`src/rtl/useq_pkg.sv`:
```
package useq_pkg;

    localparam int ADDR_W_DEF = 17;
    localparam int DATA_W_DEF = 8;
    localparam int CMP_W_DEF  = 15;

    localparam logic [14:0] CMD_ADDR_A = 15'h5555;
    localparam logic [14:0] CMD_ADDR_B = 15'h2AAA;

    localparam logic [7:0] KEY_FIRST  = 8'hAA;
    localparam logic [7:0] KEY_SECOND = 8'h55;
    localparam logic [7:0] OP_LOCK    = 8'hA0;
    localparam logic [7:0] OP_LONG    = 8'h80;
    localparam logic [7:0] OP_ID_OUT  = 8'hF0;
    localparam logic [7:0] OP_UNLOCK  = 8'h20;
    localparam logic [7:0] OP_ERASE   = 8'h10;
    localparam logic [7:0] OP_ID_IN   = 8'h60;

    localparam logic [7:0] ID_VENDOR = 8'hDA;
    localparam logic [7:0] ID_PART   = 8'hC1;

    typedef enum logic [2:0] {
        SQ_IDLE,
        SQ_K1,
        SQ_K2,
        SQ_LONG,
        SQ_K4,
        SQ_K5
    } seq_state_e;

    typedef struct packed {
        logic lock;
        logic unlock;
        logic erase;
        logic id_in;
        logic id_out;
    } cmd_evt_t;

endpackage

```
`src/rtl/useq_fsm.sv`:
```
module useq_fsm
    import useq_pkg::*;
#(
    parameter int ADDR_W = ADDR_W_DEF,
    parameter int DATA_W = DATA_W_DEF,
    parameter int CMP_W  = CMP_W_DEF
) (
    input  logic              clk,
    input  logic              rst,
    input  logic              wr_en,
    input  logic              bypass,
    input  logic [ADDR_W-1:0] addr,
    input  logic [DATA_W-1:0] wdata,
    output logic              consume,
    output cmd_evt_t          evt,
    output logic              erase_start
);

    seq_state_e st, nxt;
    logic [CMP_W-1:0] cmp_addr;
    logic at_a, at_b, live;

    assign cmp_addr = addr[CMP_W-1:0];
    assign at_a     = (cmp_addr == CMP_W'(CMD_ADDR_A));
    assign at_b     = (cmp_addr == CMP_W'(CMD_ADDR_B));
    assign live     = wr_en && !bypass && !rst;

    always_comb begin
        nxt     = st;
        consume = 1'b0;
        evt     = '0;
        if (live) begin
            nxt = SQ_IDLE;
            unique case (st)
                SQ_IDLE: if (at_a && wdata == DATA_W'(KEY_FIRST)) begin
                    nxt = SQ_K1; consume = 1'b1;
                end
                SQ_K1: if (at_b && wdata == DATA_W'(KEY_SECOND)) begin
                    nxt = SQ_K2; consume = 1'b1;
                end
                SQ_K2: if (at_a) begin
                    if (wdata == DATA_W'(OP_LOCK)) begin
                        evt.lock = 1'b1; consume = 1'b1;
                    end else if (wdata == DATA_W'(OP_ID_OUT)) begin
                        evt.id_out = 1'b1; consume = 1'b1;
                    end else if (wdata == DATA_W'(OP_LONG)) begin
                        nxt = SQ_LONG; consume = 1'b1;
                    end
                end
                SQ_LONG: if (at_a && wdata == DATA_W'(KEY_FIRST)) begin
                    nxt = SQ_K4; consume = 1'b1;
                end
                SQ_K4: if (at_b && wdata == DATA_W'(KEY_SECOND)) begin
                    nxt = SQ_K5; consume = 1'b1;
                end
                SQ_K5: if (at_a) begin
                    if (wdata == DATA_W'(OP_UNLOCK)) begin
                        evt.unlock = 1'b1; consume = 1'b1;
                    end else if (wdata == DATA_W'(OP_ERASE)) begin
                        evt.erase = 1'b1; consume = 1'b1;
                    end else if (wdata == DATA_W'(OP_ID_IN)) begin
                        evt.id_in = 1'b1; consume = 1'b1;
                    end
                end
                default: nxt = SQ_IDLE;
            endcase
        end
    end

    always_ff @(posedge clk) begin
        if (rst) begin
            st          <= SQ_IDLE;
            erase_start <= 1'b0;
        end else begin
            st          <= nxt;
            erase_start <= evt.erase;
        end
    end

    p_erase_single_r4: assert property (@(posedge clk) disable iff (rst)
        erase_start |=> !erase_start);

    p_evt_needs_consume_r9: assert property (@(posedge clk) disable iff (rst)
        (evt != '0) |-> consume);

endmodule

```
`src/rtl/useq_gate.sv`:
```
module useq_gate #(
    parameter int GAP_CYCLES = 16
) (
    input  logic clk,
    input  logic rst,
    input  logic pwr_rst,
    input  logic wr_en,
    input  logic consume,
    input  logic lock,
    input  logic unlock,
    output logic grant,
    output logic protect,
    output logic window
);

    localparam int CNT_W = $clog2(GAP_CYCLES + 1);

    logic [CNT_W-1:0] idle_cnt;

    always_ff @(posedge clk) begin
        if (pwr_rst)     protect <= 1'b1;
        else if (lock)   protect <= 1'b1;
        else if (unlock) protect <= 1'b0;
    end

    always_ff @(posedge clk) begin
        if (rst || pwr_rst) begin
            window   <= 1'b0;
            idle_cnt <= '0;
        end else if (lock) begin
            window   <= 1'b1;
            idle_cnt <= '0;
        end else if (window) begin
            if (wr_en) begin
                idle_cnt <= '0;
            end else if (idle_cnt == CNT_W'(GAP_CYCLES - 1)) begin
                window   <= 1'b0;
                idle_cnt <= '0;
            end else begin
                idle_cnt <= idle_cnt + 1'b1;
            end
        end
    end

    assign grant = wr_en && !consume && (!protect || window);

    p_lock_opens_r1: assert property (@(posedge clk) disable iff (rst || pwr_rst)
        lock |=> (protect && window));

    p_unlock_clears_r3: assert property (@(posedge clk) disable iff (rst || pwr_rst)
        unlock |=> !protect);

    p_window_protected_r10: assert property (@(posedge clk) disable iff (rst || pwr_rst)
        window |-> protect);

    p_rst_keeps_flag_r7: assert property (@(posedge clk) disable iff (pwr_rst)
        rst |=> $stable(protect));

endmodule

```
`src/rtl/useq_idrom.sv`:
```
module useq_idrom
    import useq_pkg::*;
#(
    parameter int ADDR_W = ADDR_W_DEF,
    parameter int DATA_W = DATA_W_DEF
) (
    input  logic              clk,
    input  logic              rst,
    input  logic              id_in,
    input  logic              id_out,
    input  logic              rd_en,
    input  logic [ADDR_W-1:0] addr,
    output logic              id_mode,
    output logic [DATA_W-1:0] id_rdata
);

    always_ff @(posedge clk) begin
        if (rst)         id_mode <= 1'b0;
        else if (id_in)  id_mode <= 1'b1;
        else if (id_out) id_mode <= 1'b0;
    end

    always_comb begin
        id_rdata = '0;
        if (id_mode && rd_en) begin
            if (addr == ADDR_W'(0))      id_rdata = DATA_W'(ID_VENDOR);
            else if (addr == ADDR_W'(1)) id_rdata = DATA_W'(ID_PART);
        end
    end

    p_id_enter_r5: assert property (@(posedge clk) disable iff (rst)
        id_in |=> id_mode);

    p_id_leave_r6: assert property (@(posedge clk) disable iff (rst)
        id_out |=> !id_mode);

endmodule

```
`src/rtl/unlock_seq_decoder.sv`:
```
module unlock_seq_decoder
    import useq_pkg::*;
#(
    parameter int ADDR_W     = ADDR_W_DEF,
    parameter int DATA_W     = DATA_W_DEF,
    parameter int CMP_W      = CMP_W_DEF,
    parameter int GAP_CYCLES = 16
) (
    input  logic              clk,
    input  logic              rst,
    input  logic              pwr_rst,
    input  logic              wr_en,
    input  logic              rd_en,
    input  logic [ADDR_W-1:0] addr,
    input  logic [DATA_W-1:0] wdata,
    output logic              wr_grant,
    output logic              erase_start,
    output logic              id_mode,
    output logic [DATA_W-1:0] id_rdata,
    output logic              protect_on
);

    logic     warm;
    logic     consume;
    logic     window;
    cmd_evt_t evt;

    assign warm = rst || pwr_rst;

    useq_fsm #(.ADDR_W(ADDR_W), .DATA_W(DATA_W), .CMP_W(CMP_W)) fsm_i (
        .clk(clk), .rst(warm), .wr_en(wr_en), .bypass(window),
        .addr(addr), .wdata(wdata), .consume(consume), .evt(evt),
        .erase_start(erase_start)
    );

    useq_gate #(.GAP_CYCLES(GAP_CYCLES)) gate_i (
        .clk(clk), .rst(rst), .pwr_rst(pwr_rst), .wr_en(wr_en),
        .consume(consume), .lock(evt.lock), .unlock(evt.unlock),
        .grant(wr_grant), .protect(protect_on), .window(window)
    );

    useq_idrom #(.ADDR_W(ADDR_W), .DATA_W(DATA_W)) idrom_i (
        .clk(clk), .rst(warm), .id_in(evt.id_in), .id_out(evt.id_out),
        .rd_en(rd_en), .addr(addr), .id_mode(id_mode), .id_rdata(id_rdata)
    );

    p_cmd_not_granted_r9: assert property (@(posedge clk) disable iff (warm)
        consume |-> !wr_grant);

endmodule

```
`config.mk`:
```
export PLATFORM = sky130hd
export DESIGN_NAME = unlock_seq_decoder
export DESIGN_NICKNAME = d
export VERILOG_FILES = /design/src/rtl/useq_pkg.sv /design/src/rtl/useq_fsm.sv /design/src/rtl/useq_gate.sv /design/src/rtl/useq_idrom.sv /design/src/rtl/unlock_seq_decoder.sv
export SDC_FILE = /design/constraint.sdc
export NUM_CORES = 1
export LEC_CHECK = 0
export BUFFER_PORTS_ARGS = -buffer_cell sky130_fd_sc_hd__buf_2
export CORE_MARGIN = 1.5
export CORE_UTILIZATION = 30
export DETAILED_ROUTE_END_ITERATION = 6
export HOLD_SLACK_MARGIN = 0.08
export PLACE_DENSITY_LB_ADDON = 0.08
export RECOVER_POWER = 50
export SETUP_SLACK_MARGIN = 0.1
export SLEW_MARGIN = 20
export SYNTH_ARGS = -nofsm -noshare
export SYNTH_HDL_FRONTEND = slang
export SYNTH_SLANG_ARGS = --single-unit
```
`constraint.sdc`:
```
create_clock -name clk -period 2.7 [get_ports clk]
set_input_delay 0.405 -clock clk [delete_from_list [all_inputs] [get_ports clk]]
set_output_delay 0.405 -clock clk [all_outputs]
set_load 0.005 [all_outputs]
```
* Yosys cells after proc, flatten, opt, wreduce, memory -nomap -nowiden
Cells that the tools add are included.
Storage, ports and cells: register bits 12, bits in latches 0, memory bits (writable) 0, ROM bits 0, input port bits 30, output and inout bits 12, word-level logic and storage cells 94, memories kept 0
Cells by class: add/subtract/negate cells 1, $mul 0, divide/modulo/power cells 0, $lt $le $gt $ge 0, equality and inequality tests 17, shifts and indexed selects 0, muxes and demuxes 46, bitwise gates (word level) 3, reduce and logical (&&, ||, !) cells 21
Operators by type and width (count):
- $eq A8 B8 Y1 const B | 4
- $mux W1 | 28
- $mux W8 | 3
- $mux W3 | 6
- $eq A17 B1 Y1 const B | 1
- $logic_not A17 Y1 | 1
- $eq A8 B7 Y1 const B | 2
- $eq A15 B14 Y1 const B | 1
- $eq A15 B15 Y1 const B | 1
- $mux W5 | 3
- $pmux W3 S5 | 1
- $eq A8 B5 Y1 const B | 1
- $eq A8 B6 Y1 const B | 1
- $mux W2 | 4
- $reduce_or A2 Y1 | 4
- $logic_and A1 B1 Y1 | 7
- $eq A3 B2 Y1 const B | 2
- $eq A3 B3 Y1 const B | 2
- $add A5 B1 Y5 const B | 1
- $eq A5 B4 Y1 const B | 1
- $reduce_or A5 Y1 | 1
- $logic_not A1 Y1 | 4
- $pmux W1 S4 | 1
- $eq A3 B1 Y1 const B | 1
- other kinds (4) | 7

* Longest topological paths before layout
depth after elaboration 10, depth in mapped cells 6, depth with buffers taken out 6

* Hierarchy
From an unflattened synthesis, not the netlist that was laid out.
Unflattened totals: cells, all modules 134, area total of the unflattened synthesis 1082.3 um^2
Modules (own cells, without submodules):
- useq_fsm | times used 1, cells an instance 75, area an instance 585.6 um^2, seq. area each 80.1 um^2
- useq_gate | times used 1, cells an instance 37, area an instance 319.1 um^2, seq. area each 140.1 um^2
- useq_idrom | times used 1, cells an instance 21, area an instance 171.4 um^2, seq. area each 20.0 um^2
- unlock_seq_decoder | times used 1, cells an instance 1, area an instance 6.3 um^2, seq. area each 0.0 um^2

* Least setup slack after synthesis
OpenSTA, ideal clock, no wires.
path kind input -> output, start point input port addr[0], end point output port wr_grant, data arrival time 1.813 ns, data required time 2.295 ns, setup slack 0.482 ns, stages on the path 5, buffers on the path 0, path through or4b_1 > or4_4 > o32ai_1 > a2111oi_1 > o221a_1
Between the ends: cells in the longest elaborated chain, start to end 8, elaborated cells on any way between the ends 13, those cells by class eq/ne: 2; mux: 6; reduce/logical: 5
Ends and longest elaborated chain:
- start: declaration | RTL line unlock_seq_decoder.sv:14 | input logic [ADDR_W-1:0] addr,
- $eq A15 B14 Y1 / $eq A15 B15 Y1 (equally long branches) | RTL line useq_fsm.sv:25, useq_fsm.sv:24
- $logic_and A1 B1 Y1 (on tied branches)
- $mux W1 (on tied branches)
- $pmux W1 S4 (*) | RTL line useq_fsm.sv:34 | unique case (st)
- $mux W1 (*) | RTL line useq_fsm.sv:32 | if (live) begin
- $logic_not A1 Y1 (*) | RTL line useq_gate.sv:45 | assign grant = wr_en && !consume && (!protect || window);
- $logic_and A1 B1 Y1 (*) (2 in series) | RTL line useq_gate.sv:45
- end: declaration | RTL line unlock_seq_decoder.sv:16 | output logic wr_grant,
Mark *: on every way between the ends. The rest lies on a longest branch, timed or not.

* Final worst setup path
Ends and elaborated chain as after synthesis.

==> results.ini <==
[power]
power_density_mw_per_mm2 = 314
netSwitchingFraction = 0.246
power_mw = 0.382
power_frac_clock = 0.379
peakVddDrop_mv = 0.190
internal_power_mw = 0.288
power.share.combinational = 0.155
p_sw_mw = 0.0939
pwr-share-seq = 0.466
leakagePower_nw = 0.464

[synth]
synth_seq_cells = 12
yosys_warnings = 0
ys.flop_type = dfxtp_1
async_reset_ff_frac = 0
synthXorXnorAreaFrac = 0
synth_edf_count = 0
synth-adder-area-share = 0.0132
synth.area.mux_share = 0
syn_inst = 126
synth_area_um2 = 948
avgSynthCellArea_um2 = 7.53
synth_cell_types = 43
synth_compound_area_frac = 0.186
synth-simple-area-share = 0.484
synth_seq_area_share = 0.253
synth_top_family_by_area = simple AND/OR/NAND/NOR gates

[critical_path]
reg2reg_depth = 5
worstPathArrival_ns = 2.14
worstSetupPathType = in2out
crit_fanout = 4
cp-end-kind = primary output
cp.required_ns = 2.30
ff2ff_setup_slack_ns = 0.85
startpoint_type = primary input

[cts]
cts_buffer_depth = 2
cts.sinks = 12
cts-root-buf = clkbuf_4
post-cts-setup-buffers = 0
h-tree-depth = 1
cts_buffers = 3
clk_pin_slew_ns = 0.08
cts_tree = built
hold_buffers = 0
post_cts_resized = 0
insertion_delay_ns = 0.27

[detailed_routing]
drt_iter0_markers = 35
via_count = 1088
drcViolationCount = 0
routed.top_layer = met4
wl_met2_um = 1290
met1_length_um = 1170
viasPerCell = 5.18
drt-total-wl_um = 2600
avgRoutedWirePerCell_um = 12.4
wl_met3_um = 123
antenna_left = 0
drt-pass1-iter-count = 4

[timing]
finalCritPeriodShare = 0.943
fmax_mhz = 393
fin_setup_tns_ns = 0
hold_violations = 0
slew_violations = 0
slew_headroom = 0.602
rsz0062_at_grt = no
fin_crit_ns = 2.54
max_slew.worst_pin.slew_ns = 0.588
setup_viol = 0
skew_ns = 0.00355
fin_ws_ns = 0.155

[placement]
portBuffers = 39
pre_cts_ws_ns = 0.125
place_hpwl_um = 2140
place.gp.congestion = 0.862

[worst_hold_path]
min_path_type = in2reg
hold_depth = 2

[global_route]
track_usage = 0.153
grt_pass1_wl_um = 4140
grt_overflow = 0
grt_antenna_before_repair = 0
grt_pass1_vias = 993
grt_max_degree = 12

[floorplanning]
start_util = 0.313
die_y_um = 59.2
die_w_um = 59.2
row_count = 20
coreArea_mm2 = 0.00303
pin_count = 42
die-area_mm2 = 0.00351

[finish]
layout.nets = 198
final_layout_size_suffix_gt1_frac = 0.319
n_antenna_cell = 0
final_cell_mix = 35 x buf_2, 13 x nor2_1, 12 x dfxtp_1
nFillCells = 328
syn_to_final_growth_pct = 28.4
final_common_cell = buf_2

[status]
status = finished, final reports clean

[run]
drv_cap = 0

## worst paths after layout
kind	start	endpoint
worst min register to register	gate_i.idle_cnt[4]	gate_i.idle_cnt[4]
worst max register to register	fsm_i.st[2]	gate_i.protect
worst min-delay path	pwr_rst	gate_i.protect
worst max-delay path	addr[0]	wr_grant
## per-stage QoR
step                instances  cell area (um^2)  hold slack (ns)  utilization
finish                    210              1220            0.355        0.402
global route              210              1220            0.343        0.402
CTS                       210              1220            0.346        0.402
detailed placement        206              1180            0.464        0.390
global placement          206              1180            0.452        0.390
floorplan                 127               952            0.441            -
## synthesized netlist by cell type (2+ instances only)
library cell / instances / share of area
nor2_1: 13 / 0.051
dfxtp_1: 12 / 0.25
nand2_1: 11 / 0.044
nor3_1: 10 / 0.053
nand4_1: 6 / 0.040
a21oi_1: 5 / 0.026
buf_4: 5 / 0.040
nand3_1: 4 / 0.021
nor4_1: 4 / 0.026
o21ai_0: 4 / 0.021
a22oi_1: 3 / 0.024
and3_1: 3 / 0.020
inv_1: 3 / 0.012
nor2b_1: 3 / 0.020
nor4b_1: 3 / 0.028
or2_2: 3 / 0.020
a31o_2: 2 / 0.018
clkbuf_1: 2 / 0.0079
nand4bb_1: 2 / 0.024
nor3b_1: 2 / 0.016
nor4bb_1: 2 / 0.021
o21bai_1: 2 / 0.016
o31ai_1: 2 / 0.016
## power by group through the flow
stage	clock network, mW	logic (mW)	registers (mW)
after floorplan	0	0.0260	0.182
after global placement	0	0.0587	0.182
after detailed placement	0	0.0594	0.182
after CTS	0.152	0.0597	0.178
after global routing	0.160	0.0660	0.178
final	0.145	0.0593	0.178
## area by class of cell
type                       count  area, um^2  area share
timing repair buffer          42         214       0.176
sequential                    12         240       0.197
tap                           44        55.1      0.0452
inverter                       3        11.3     0.00925
multi-input combinational    105         661       0.543
clock buffer                   4        36.3      0.0298
## registers in the layout (all words and copies together), names as in the netlist
register,cells
fsm_i.st,3
gate_i.window,1
gate_i.idle_cnt,5
idrom_i.id_mode,1
fsm_i.erase_start,1
gate_i.protect,1
## critical path, stage by stage
cell	delay (ns)
buf_2	0.11
or4b_1	0.51
or4_4	0.46
o32ai_1	0.20
a2111oi_1	0.12
o221a_1	0.22
buf_2	0.12
## logic make-up (layout without fill, tap and decap cells)
group	Yosys count	after routing
other	1	2
buffers and inverters	10	49
flip-flops	12	12
adder cells (fa/ha/maj)	1	1
AND/OR/NAND/NOR	77	77
AO/OA/AOI/OAI	25	25
## routing by layer
layer | GRT usage | vias up
met5 | 0 | -
li1 | - | 558
met1 | 0.180 | 497
met3 | 0.0459 | 2
met4 | 0.0292 | 0
met2 | 0.275 | 31
Power figures use the tool's default switching activity.
